**config.mk**
```make
export PLATFORM = sky130hd
export DESIGN_NAME = ifetch_queue
export DESIGN_NICKNAME = d
export VERILOG_FILES = /design/src/rtl/ifq_pkg.sv /design/src/rtl/ifq_rst_filter.sv /design/src/rtl/ifq_addr_gen.sv /design/src/rtl/ifq_fifo.sv /design/src/rtl/ifetch_queue.sv
export SDC_FILE = /design/constraint.sdc
export NUM_CORES = 1
export LEC_CHECK = 0
export ABC_CLOCK_PERIOD_IN_PS = 3600
export CORE_MARGIN = 2
export CORE_UTILIZATION = 43
export CTS_BUF_LIST = sky130_fd_sc_hd__clkbuf_8
export CTS_CLUSTER_SIZE = 10
export DETAILED_ROUTE_END_ITERATION = 8
export DONT_BUFFER_PORTS = 1
export GPL_TIMING_DRIVEN = 1
export PLACE_DENSITY_LB_ADDON = 0.3
export SLEW_MARGIN = 20
export SYNTH_ARGS = -nofsm -noshare
export SYNTH_HDL_FRONTEND = slang
export SYNTH_SLANG_ARGS = --single-unit
```
**constraint.sdc**
```tcl
create_clock -name clk -period 3.6 [get_ports clk]
set_clock_uncertainty 0.1 [all_clocks]
set_input_delay 0.54 -clock clk [delete_from_list [all_inputs] [get_ports clk]]
set_output_delay 0.54 -clock clk [all_outputs]
set_load 0.05 [all_outputs]
```
**src/rtl/ifq_pkg.sv**
```systemverilog
package ifq_pkg;

   // number of bytes a single grant places into the queue
   typedef enum logic [1:0] {
      PUSH_NONE = 2'd0,
      PUSH_ONE  = 2'd1,
      PUSH_TWO  = 2'd2
   } push_e;

endpackage

```
**src/rtl/ifq_rst_filter.sv**
```systemverilog
module ifq_rst_filter #(
   parameter int RST_CYCLES = 4
) (
   input  logic clk,
   input  logic rst_in,
   output logic core_rst
);
   localparam int CW = $clog2(RST_CYCLES + 1);
   localparam logic [CW-1:0] LAST = CW'(RST_CYCLES - 1);

   if (RST_CYCLES < 2) begin : g_bad_len
      $error("ifq_rst_filter: RST_CYCLES must be at least 2");
   end

   logic [CW-1:0] run_cnt;

   always_ff @(posedge clk) begin
      if (!rst_in)
         run_cnt <= '0;
      else if (run_cnt != LAST)
         run_cnt <= run_cnt + 1'b1;
   end

   // the qualifying edge is the one at which the run reaches RST_CYCLES
   assign core_rst = rst_in && (run_cnt == LAST);

   // a qualified reset always follows at least two high samples
   assert_rst_qualified_R2: assert property (@(posedge clk)
      core_rst |-> (rst_in && $past(rst_in)));

endmodule

```
**src/rtl/ifq_addr_gen.sv**
```systemverilog
module ifq_addr_gen #(
   parameter int SEG_W = 16,
   parameter int OFF_W = 16,
   parameter int SHIFT = 4,
   parameter int PA_W  = 20
) (
   input  logic [SEG_W-1:0] seg,
   input  logic [OFF_W-1:0] off,
   output logic [PA_W-1:0]  phys
);
   if (SEG_W + SHIFT != PA_W) begin : g_bad_seg
      $error("ifq_addr_gen: SEG_W + SHIFT must equal PA_W");
   end
   if (OFF_W > PA_W) begin : g_bad_off
      $error("ifq_addr_gen: OFF_W must not exceed PA_W");
   end

   logic [PA_W-1:0] base;

   always_comb begin
      base = {seg, {SHIFT{1'b0}}};
      phys = base + PA_W'(off);   // carry out of the top bit is dropped
   end

endmodule

```
**src/rtl/ifq_fifo.sv**
```systemverilog
module ifq_fifo
   import ifq_pkg::*;
#(
   parameter int DEPTH = 6,
   parameter int W     = 8,
   localparam int PW   = $clog2(DEPTH),
   localparam int LW   = $clog2(DEPTH + 1)
) (
   input  logic          clk,
   input  logic          clr,
   input  logic          flush,
   input  push_e         push_n,
   input  logic [W-1:0]  push_d0,
   input  logic [W-1:0]  push_d1,
   input  logic          pop,
   output logic [W-1:0]  head,
   output logic          empty,
   output logic [LW-1:0] level
);
   if (DEPTH < 2) begin : g_bad_depth
      $error("ifq_fifo: DEPTH must be at least 2");
   end

   logic [W-1:0]  slot [DEPTH];
   logic [PW-1:0] rd_p, wr_p, wr_p1;
   logic          do_pop;

   function automatic logic [PW-1:0] bump(input logic [PW-1:0] p);
      return (p == PW'(DEPTH - 1)) ? '0 : p + 1'b1;
   endfunction

   assign wr_p1  = bump(wr_p);
   assign do_pop = pop && (level != '0);
   assign empty  = (level == '0);
   assign head   = slot[rd_p];

   // one writer per slot: first byte at the tail, second byte just behind it
   for (genvar i = 0; i < DEPTH; i++) begin : g_slot
      always_ff @(posedge clk) begin
         if (push_n != PUSH_NONE && wr_p == PW'(i))
            slot[i] <= push_d0;
         else if (push_n == PUSH_TWO && wr_p1 == PW'(i))
            slot[i] <= push_d1;
      end
   end

   always_ff @(posedge clk) begin
      if (clr || flush) begin
         rd_p  <= '0;
         wr_p  <= '0;
         level <= '0;
      end else begin
         case (push_n)
            PUSH_ONE: wr_p <= wr_p1;
            PUSH_TWO: wr_p <= bump(wr_p1);
            default:  wr_p <= wr_p;
         endcase
         if (do_pop)
            rd_p <= bump(rd_p);
         level <= level + LW'(push_n) - LW'(do_pop);
      end
   end

   // a push never needs more room than is free
   assert_no_overflow_R5: assert property (@(posedge clk) disable iff (clr)
      (32'(level) + 32'(push_n) <= DEPTH));

   // popping an empty queue with nothing arriving leaves it empty
   assert_empty_pop_R8: assert property (@(posedge clk) disable iff (clr)
      (empty && !flush && push_n == PUSH_NONE) |=> empty);

endmodule

```
**src/rtl/ifetch_queue.sv**
```systemverilog
module ifetch_queue
   import ifq_pkg::*;
#(
   parameter int          DEPTH      = 6,
   parameter int          MIN_FREE   = 2,
   parameter int          RST_CYCLES = 4,
   parameter bit          WORD_FETCH = 1'b1,
   parameter logic [15:0] RESET_SEG  = 16'hFFFF,
   parameter logic [15:0] RESET_OFF  = 16'h0000
) (
   input  logic        clk,
   input  logic        rst_in,
   input  logic        bus_busy,
   output logic        mem_req,
   output logic [19:0] mem_addr,
   output logic        mem_word,
   input  logic        mem_gnt,
   input  logic [15:0] mem_rdata,
   input  logic        pop_req,
   output logic        pop_valid,
   output logic [7:0]  pop_data,
   input  logic        flush,
   input  logic [15:0] flush_seg,
   input  logic [15:0] flush_off
);
   localparam int LW = $clog2(DEPTH + 1);
   localparam logic [19:0] RESET_PA = {RESET_SEG, 4'h0} + 20'(RESET_OFF);

   if (MIN_FREE < (WORD_FETCH ? 2 : 1) || MIN_FREE > DEPTH) begin : g_bad_free
      $error("ifetch_queue: MIN_FREE must cover one fetch and fit in DEPTH");
   end

   logic          core_rst;
   logic [15:0]   seg_q, off_q;
   logic [LW-1:0] level;
   logic          empty, taken, room;
   logic [7:0]    head, byte_lane, push_d0;
   push_e         push_n;

   ifq_rst_filter #(.RST_CYCLES(RST_CYCLES)) u_rst (
      .clk(clk), .rst_in(rst_in), .core_rst(core_rst));

   ifq_addr_gen #(.SEG_W(16), .OFF_W(16), .SHIFT(4), .PA_W(20)) u_addr (
      .seg(seg_q), .off(off_q), .phys(mem_addr));

   // fetch-width variant: word at even offsets, or single bytes throughout
   if (WORD_FETCH) begin : g_word
      assign mem_word = ~off_q[0];
   end else begin : g_byte
      assign mem_word = 1'b0;
   end

   assign room      = (32'(level) + MIN_FREE <= DEPTH);
   assign mem_req   = !core_rst && !flush && !bus_busy && room;
   assign taken     = mem_req && mem_gnt;
   assign byte_lane = off_q[0] ? mem_rdata[15:8] : mem_rdata[7:0];
   assign push_d0   = mem_word ? mem_rdata[7:0] : byte_lane;
   assign push_n    = !taken ? PUSH_NONE : (mem_word ? PUSH_TWO : PUSH_ONE);

   assign pop_valid = !empty && !flush;
   assign pop_data  = pop_valid ? head : 8'h00;

   ifq_fifo #(.DEPTH(DEPTH), .W(8)) u_fifo (
      .clk(clk), .clr(core_rst), .flush(flush),
      .push_n(push_n), .push_d0(push_d0), .push_d1(mem_rdata[15:8]),
      .pop(pop_req && pop_valid),
      .head(head), .empty(empty), .level(level));

   always_ff @(posedge clk) begin
      if (core_rst) begin
         seg_q <= RESET_SEG;
         off_q <= RESET_OFF;
      end else if (flush) begin
         seg_q <= flush_seg;
         off_q <= flush_off;
      end else if (taken) begin
         off_q <= off_q + (mem_word ? 16'd2 : 16'd1);
      end
   end

   // reset lands the fetch pointer on the start vector
   assert_reset_vector_R1: assert property (@(posedge clk)
      core_rst |=> (mem_addr == RESET_PA));

   // every accepted fetch leaves at least one byte queued
   assert_grant_fills_R4: assert property (@(posedge clk) disable iff (core_rst)
      (mem_req && mem_gnt) |=> !empty);

   // the fetch offset holds while the execution side owns the bus
   assert_bus_yield_R7: assert property (@(posedge clk) disable iff (core_rst)
      (bus_busy && !flush) |=> $stable(off_q));

   // a flush leaves nothing queued
   assert_flush_empties_R9: assert property (@(posedge clk) disable iff (core_rst)
      flush |=> empty);

endmodule

```
# Word level (Yosys, flattened, before mapping)
# Memory sizes are Yosys's and may differ from the RTL's. A register that Yosys moved wholly into a read port is not among the register bits.
# Index checks and enable logic that the tools add are counted.
[totals]
inputBits = 54
register_bits = 44
ram_bits = 48
memories = 1
out_inout_bits = 31
word_cells = 136
[op_classes]
eq_ne = 15
n_reduce_logical = 36
order_cmp = 1
n_bitwise = 7
addsub = 9
mux = 61
[memory_table]
columns = ["memory", "depth", "word_bits", "rd", "rd_ports_with_merged_regs", "wr", "line_no", "text"]
rows = [
  ["u_fifo.slot", 6, 8, 1, 1, 2, "ifq_fifo.sv:24", "logic [W-1:0] slot [DEPTH];"],
]
[op_table]
columns = ["cell", "n"]
rows = [
  ["8-bit 2-to-1 mux", 12],
  ["1-bit 2-to-1 mux", 34],
  ["16-bit 2-to-1 mux", 2],
  ["8-bit OR reduction", 4],
  ["3-bit 2-to-1 mux", 9],
  ["20-bit by 16-bit adder with 20-bit output", 1],
  ["1-bit logical AND", 20],
  ["16-bit by 2-bit adder with 16-bit output", 1],
  ["3-bit by 2-bit == test with 1-bit output (second input constant)", 5],
  ["3-bit == test (second input constant)", 5],
  ["3-bit by 1-bit adder with 3-bit output (second input constant)", 4],
  ["3-bit zero test", 3],
  ["3-bit by 1-bit == test with 1-bit output (second input constant)", 2],
  ["2-bit 2-to-1 mux", 3],
  ["1-bit bitwise OR", 6],
  ["3-bit case mux with 2 select lines", 1],
  ["2-bit nonzero test", 3],
  ["3-bit by 2-bit adder with 4-bit output (second input constant)", 1],
  ["4-bit by 3-bit less-or-equal comparator with 1-bit output (second input constant)", 1],
  ["1-bit zero test", 4],
  ["3-bit by 2-bit adder with 3-bit output", 1],
  ["3-bit by 2-bit != test with 1-bit output (second input constant)", 1],
  ["3-bit nonzero test", 1],
  ["3-bit by 1-bit subtractor with 3-bit output", 1],
  ["4 further kinds", 4],
]

# Depth between registers and ports, before layout
# Gate-level depths: netlist of the first run.
[logic_depth]
ltp_word = 17
ltp_mapped = 15
depth_no_buf = 12

# Cells and area by module
# A second synthesis of the first run with hierarchy kept.
[hier_totals]
cells_unflattened = 539
hier_area_um2 = 5921.9
[modules_own_cells]
columns = ["module", "seq_area_each_um2", "cells_per_inst", "area_each_um2", "instances"]
rows = [
  ["ifq_fifo", 1681.6, 223, 3198.1, 1],
  ["ifetch_queue", 640.6, 194, 1754.2, 1],
  ["ifq_addr_gen", 0.0, 108, 820.8, 1],
  ["ifq_rst_filter", 60.1, 14, 148.9, 1],
]

# Worst setup path after synthesis of the first run
# Ideal clock, no wire load.
[synth_timing]
path_type = "register to output"
from = "reg off_q[4]"
to = "out mem_addr[14]"
t_arrival_ps = 3318
t_required_ps = 2960
path_stages_with_launch = 9
path_slack_ps = -358
path_buffers = 0
path_cell_list = "dfxtp_1 -> ha_1 -> inv_1 -> fa_1 -> nor2b_1 -> o2111ai_1 -> a21oi_1 -> o21a_1 -> o311ai_0"
[synth_via]
elab_chain_len = 1
[synth_lines]
columns = ["item", "line_no", "text"]
rows = [
  ["start: declaration", "ifetch_queue.sv:34", "logic [15:0] seg_q, off_q;"],
  ["start signal: assignment", "ifetch_queue.sv:75", "off_q <= flush_off;"],
  ["start signal: assignment", "ifetch_queue.sv:77", "off_q <= off_q + (mem_word ? 16'd2 : 16'd1);"],
  ["20-bit by 16-bit adder with 20-bit output", "ifq_addr_gen.sv:22", "phys = base + PA_W'(off);"],
  ["end: declaration", "ifetch_queue.sv:15", "output logic [19:0] mem_addr,"],
]
# Every way passes these cells.

# Worst setup path after layout of the first run
[layout_timing]
from = "reg off_q[4]"
to = "out mem_addr[16]"
# Same word-level chain as after synthesis.

==> summary.md, run 1 <==
| Metric | Value |
|---|---|
| Outcome | finished clean |
| Asr flop ratio synth | 0% |
| Residual DRC | 0 |
| Dominant synthesized flop cell | edfxtp_1 |
| Worst setup SP type | flip-flop |
| DRT iter0 DRCs | just under 300 |
| Post-synth cell types | 64 |
| DP Wirelength | 9280 um |
| # hold bufs at CTS | 0 |
| Number of global-route vias before repair | between 4000 and 5000 |
| Placed insts | 706 |
| Die area | 14000 sq um |
| RSZ-0062 raised after global routing | no |
| Max clock buf depth | 2 |
| Hold WC Path Type | input pin to flip-flop |
| Largest net degree at the start of global routing | 41 |
| YS warnings | 0 |
| Total nets after synthesis | 614 |
| Routed WL | 13100 um |
| IR drop worst, VDD | 0.000392 V |
| Max-slew headroom | 45.5% |
| Count of buffers from port buffering | 0 |
| Final Hold Vio Count | 0 |
| Critical Path AT | 2.70 ns |
| Final Max Slew Viols | 0 |
| GRT overflow | 0 |
| Ratio of cells with drive above 1 in the final layout | 22.4% |
| Seq/Total Area, Yosys | between 40% and 50% |
| Initial antenna violation count | 0 |
| Setup crit end kind | output port |
| CP Max Fanout | 9 |
| Post-synth EDFFs | 48 |
| WS Path Type | flip-flop to output port |
| Worst Tran Pin Value | 0.817 ns |
| Post-DRT Antenna Nets | 0 |
| Tot Pwr | 0.00358 W |
| CTS tree | built |
| Clk sink count | 95 |
| Global-route wire length before repair | between 20000 and 25000 um |
| Cells after Synth | 533 |
| Fmax | 0.300 GHz |
| Pwr dens | between 500 and 600 nW/um^2 |
| Clk slew on worst S/H paths | approximately 0.090 ns |
| Tot GR Track Use | 19.6% |
| Die Wd | 118 um |
| 1st-pass router iterations | 4 |
| Cell taking the most area after synthesis | edfxtp_1 |
| Vias per cell | between 5 and 6 |
| Syn avg cell area | 10.5 sq um |
| Synth top area cells | edfxtp_1 (26%), dfxtp_1 (17%), mux2_2 (9.6%) |
| Top cells by count, synth | edfxtp_1 (48), mux2_2 (48), dfxtp_1 (47), nand2_1 (47), nor2_1 (35) |
| H-Tree Depth | 3 |
| TritonCTS buffer count | 9 |
| Cell area after synthesis | approximately 5600 sq um |
| Data required, critical path | 2.96 ns |
| Crit path time final | 3.34 ns |
| R2r setup slk | approximately 0.67 ns |
| Tcrit/Tclk final | just over 90% |
| Worst skew pair latency | 0.37 ns |
| Via count | 4128 |
| Area Growth Syn to Fin | 9.68% |
| Initial Utilization | 44.3% |
| Cell Rows | ~40 |
| Postcts setup bufs | 0 |
| Sum of negative setup slack | 0 ns |
| Max_cap viols | 0 |
| Total leakage power | 2.34 nW |
| Antenna diodes | 0 |
| Core area | between 10000 and 15000 sq um |
| Setup violators final | 0 |
| Top-area cell type share of the netlist area | approximately a quarter |
| #FFs+latches synth | 95 |
| Top Ports | 85 |
| Nets | 626 |
| Final Wtd Congestion | between 0.8 and 0.9 |
| Post_cts resized | 0 |
| DR WL/cell | 18.2 um |
| Die Ht | 118 um |
| Root Driver | clkbuf_8 |
| Non-filler cells, final | 722 |
-- layer usage --
metal	vias up	global-route usage [%]	wire [um]
met2	100	33.1	6600
met4	0	7.83	214
met1	2007	23.9	5530
met5	-	0	0
li1	2006	-	-
met3	15	5.02	761
-- state kept, by name (all words and copies together), names as in the netlist, named ones only --
name and count:
u_fifo.slot 48, off_q 16, seg_q 16, u_fifo.level 3, u_fifo.rd_p 3, u_fifo.wr_p 3, u_rst.run_cnt 3
-- path summary, 6_finish.rpt --
check | depth (start not counted) | to | startpoint
setup reg to reg | 12 | u_fifo.level[2] | u_rst.run_cnt[0]
hold reg to reg | 2 | flip-flop | u_fifo.rd_p[1]
hold / removal | 1 | u_rst.run_cnt[0] | rst_in
setup / recovery | 9 | mem_addr[16] | off_q[4]
-- power by group --
part | leakage (nW) | internal, W | switching, W
combinational | 1.41 | 0.000535 | 0.000917
sequential | 0.826 | 0.00125 | 0.000132
clock | 0.0983 | 0.000328 | 0.000413
total | 2.34 | 0.00211 | 0.00146
-- cell usage in the layout (no fill, tap or decap), types with 3 or more instances in the layout --
cell type	n
a21o_1	10
mux2_2	48
dfxtp_1	46
a211oi_2	9
nand3_1	11
nand2_1	47
buf_4	31
and3_1	3
nand2b_1	3
o21bai_1	3
nor2_1	35
a21oi_1	30
a31oi_1	6
inv_1	25
xnor2_1	14
nor3_1	8
nand3b_1	3
inv_6	3
o21ai_0	18
a211oi_1	4
mux4_2	8
xor2_1	3
o2111ai_1	4
nor4_1	3
mux2i_1	24
nand4_1	3
edfxtp_1	48
a32oi_1	4
o211ai_1	6
clkbuf_8	9
and2_1	9
nor2b_1	3
ha_1	25
-- worst max-delay path: stages, from the launching register on --
cell       delay, ns
dfxtp_2         0.42
ha_1            0.24
inv_1           0.07
fa_1            0.40
nor2b_1         0.17
o2111ai_1       0.17
a21oi_2         0.27
o21a_1          0.24
o311a_1         0.16
buf_4           0.19
-- metrics by stage --
stage	hold WS (ns)	instance area (sq um)	worst slack [ns]	util (%)
after detailed placement	0.373	5950	0.511	47.0
after CTS	0.163	6150	0.0742	48.5
after global placement	0.363	5950	0.566	47.0
final	0.187	6150	0.263	48.6
after global routing	0.163	6150	0.0516	48.6
after floorplan	0.348	5610	0.240	-
-- logic make-up (layout without fill, tap and decap cells) --
| group | Yosys count | after routing | share of synthesized area, % |
|---|---|---|---|
| buffers and inverters | 56 | 73 | 4.55 |
| muxes | 81 | 81 | 17.3 |
| AOI/OAI and AO/OA | 117 | 117 | 14.9 |
| xor gates and xnor gates | 17 | 17 | 2.65 |
| adders and majority gates | 27 | 27 | 6.29 |
| DFF | 95 | 95 | 42.5 |
| and+or+nand+nor | 140 | 140 | 11.8 |
-- final cells by class --
cell class                      instances  area [sq um]
Inverter                               26          97.6
Tap cell                              172           215
Clock buffer                            9           124
Fill cell                            1194          6520
Multi-Input combinational cell        382          3030
Sequential cell                        95          2380
Timing Repair Buffer                   31           233
Clock inverter                          7          76.3
Note: power is estimated with default switching activity, not from simulation.
==> inputs of run 2 (changes only) <==
--- a/config.mk
+++ b/config.mk
@@ -7,7 +7,7 @@
 export LEC_CHECK = 0
 export ABC_CLOCK_PERIOD_IN_PS = 3600
 export CORE_MARGIN = 2
-export CORE_UTILIZATION = 43
+export CORE_UTILIZATION = 40
 export CTS_BUF_LIST = sky130_fd_sc_hd__clkbuf_8
 export CTS_CLUSTER_SIZE = 10
 export DETAILED_ROUTE_END_ITERATION = 8
==> run 2 against run 1 <==
Against the previous run: critical endpoint unchanged; sequential power hardly changed; highest routed layer unchanged; design area hardly changed; sequential cell count stayed put; core utilization is 3.9 points lower; wire length is 0.68% lower; non-clock buffer count is 1 lower; fmax is 0.39% higher; critical path depth stayed put; largest cell class unchanged; clock power is 3% lower; worst hold slack worse by 0.018 ns; first-iteration DRC count is 21% lower; global-route usage is 1.6 points lower.
==> summary.md, run 2 (synthesis gave the netlist of run 1 again) <==
| Metric | Value |
|---|---|
| Hold WC Path Type | input pin to flip-flop |
| Largest register FFs | 48 |
| Outcome | finished clean |
| Non-filler cells, final | 729 |
| Critical Path AT | approximately 2.7 ns |
| Via count | between 4000 and 5000 |
| Root Driver | clkbuf_8 |
| Worst skew pair latency | 0.39 ns |
| Data required, critical path | 2.96 ns |
| CP cell instances | ha_1 -> inv_1 -> fa_1 -> nor2b_1 -> o2111ai_1 -> a21oi_2 -> o21a_1 -> o311a_1 -> buf_4 |
| CTS tree | built |
| Residual DRC | 0 |
| DP Wirelength | 9290 um |
| Top Ports | between 80 and 90 |
| Postcts setup bufs | 0 |
| WP buf/inv | 2 |
| DRT iter0 DRCs | 231 |
| Area Growth Syn to Fin | 9.61% |
| Sum of negative setup slack | 0 ns |
| Biggest register | u_fifo.slot |
| Max_cap viols | 0 |
| Post-Place Setup Slack | about 0.49 ns |
| Final Hold Vio Count | 0 |
| Max stage delay on crit path | 0.42 ns |
| Core area | 13800 sq um |
| 1st-pass router iterations | 4 |
| Setup violators final | 0 |
| CP Max Fanout | 9 |
| Delay-heaviest family, CP | compound AO/OA/AOI/OAI gates |
| Worst Tran Pin Value | 0.832 ns |
| Nets | 625 |
| Tot GR Track Use | 18.0% |
| Commonest cells after routing, fill and taps aside | mux2_2 (48), edfxtp_1 (48), nand2_1 (47), dfxtp_1 (46), nor2_1 (35) |
| Pwr dens | 579 nW/um^2 |
| Crit path time final | 3.32 ns |
| Max clock buf depth | 2 |
| Final Worst Setup Slack | 0.276 ns |
| Clk slew on worst S/H paths | 0.10 ns |
| Post-DRT Antenna Nets | 0 |
| Final Wtd Congestion | ~0.86 |
| Initial antenna violation count | 0 |
| TritonCTS buffer count | 9 |
| Cell Rows | 43 |
| Worst setup SP type | flip-flop |
| Largest net degree at the start of global routing | 41 |
| GRT overflow | 0 |
| Count of buffers from port buffering | 0 |
| Largest registers | u_fifo.slot x48, off_q x16, seg_q x16 |
| # hold bufs at CTS | 0 |
| WS Path Type | flip-flop to output port |
| Crit path from | off_q[4] |
| Tcrit/Tclk final | just over 90% |
| Initial Utilization | between 40% and 50% |
| Min-Delay Startpoint | flush |
| DR WL/cell | 17.9 um |
| Vias per cell | 5.62 |
| Ratio of cells with drive above 1 in the final layout | 22.4% |
| Number of global-route vias before repair | about 4000 |
| Total leakage power | 2.33 nW |
| Die Wd | 122 um |
| Die area | roughly 15000 sq um |
| Fmax | between 0.3 and 0.4 GHz |
| Clk sink count | 95 |
| Routed WL | about 13000 um |
| FF-to-FF Start | u_rst.run_cnt[0] |
| Slowest CP cell | dfxtp_2 |
| Die Ht | 122 um |
| Setup crit end kind | output port |
| R2r setup slk | 0.67 ns |
| Final Max Slew Viols | 0 |
| Global-route wire length before repair | ~20000 um |
| Post-layout util | 44.7% |
| H-Tree Depth | 3 |
| Antenna diodes | 0 |
| Placed insts | 713 |
| Max-slew headroom | 44.5% |
| IR drop worst, VDD | 0.000576 V |
| RSZ-0062 raised after global routing | no |
==> run 2: changes by cell type in the layout (fill, tap and decap cells not counted), sizes merged <==
cell,change
bufinv,-1
clkbuf,+1
inv,+2
buf,-1
clkinv,-2
==> run 2: cell type report <==
type / count / area, sq um
multi-input combinational: 382 / 3030
fill: 1329 / 7620
clock buffer: 10 / 138
timing repair buffer: 30 / 225
clock inverter: 6 / 56.3
inverter: 26 / 97.6
tap: 180 / 225
sequential: 95 / 2380
==> run 2: timing repair <==
item,CTS,global route
setup endpoints to repair,0,4
endpoints found under the hold margin,0,0
gates resized for setup,0,2
==> run 2: power by group <==
| group | internal, W | total [W] | switching [W] |
|---|---|---|---|
| Clock | 0.000287 | 0.000722 | 0.000434 |
| Sequential | 0.00125 | 0.00139 | 0.000135 |
| Combinational | 0.000533 | 0.00145 | 0.000921 |
==> run 2: stage by stage <==
step / power, W / area (sq um) / hold slack, ns
2_1_floorplan: 0.00252 / 5610 / 0.348
3_3_place_gp: 0.00283 / 5950 / 0.368
3_5_place_dp: 0.00286 / 5950 / 0.377
4_1_cts: 0.00358 / 6150 / 0.150
5_1_grt: 0.00375 / 6150 / 0.162
6_report: 0.00356 / 6150 / 0.170
==> run 2: worst paths after layout <==
path,cells past startpoint,end
setup / recovery,9,mem_addr[16]
hold reg to reg,2,seg_q[10]
setup reg to reg,12,u_fifo.slot[3][4]
hold / removal,1,seg_q[12]
==> run 2: routing by layer <==
layer  GRT usage [%]  up-vias  wire (um)
met3            5.25       14        666
met1            23.4     1990       6030
met2            28.7       87       6110
met4            5.89        0        220
li1                -     2004          -
met5               0        -          0
==> run 2: worst reg2reg max path, delay by kind of cell, from the launching register on <==
family | cells | cell delay (ns)
flops | 1 | 0.37
simple gates | 4 | 0.43
compound gates | 2 | 0.45
fa+ha+maj | 3 | 0.72
mux | 1 | 0.39
buf+inv | 2 | 0.25
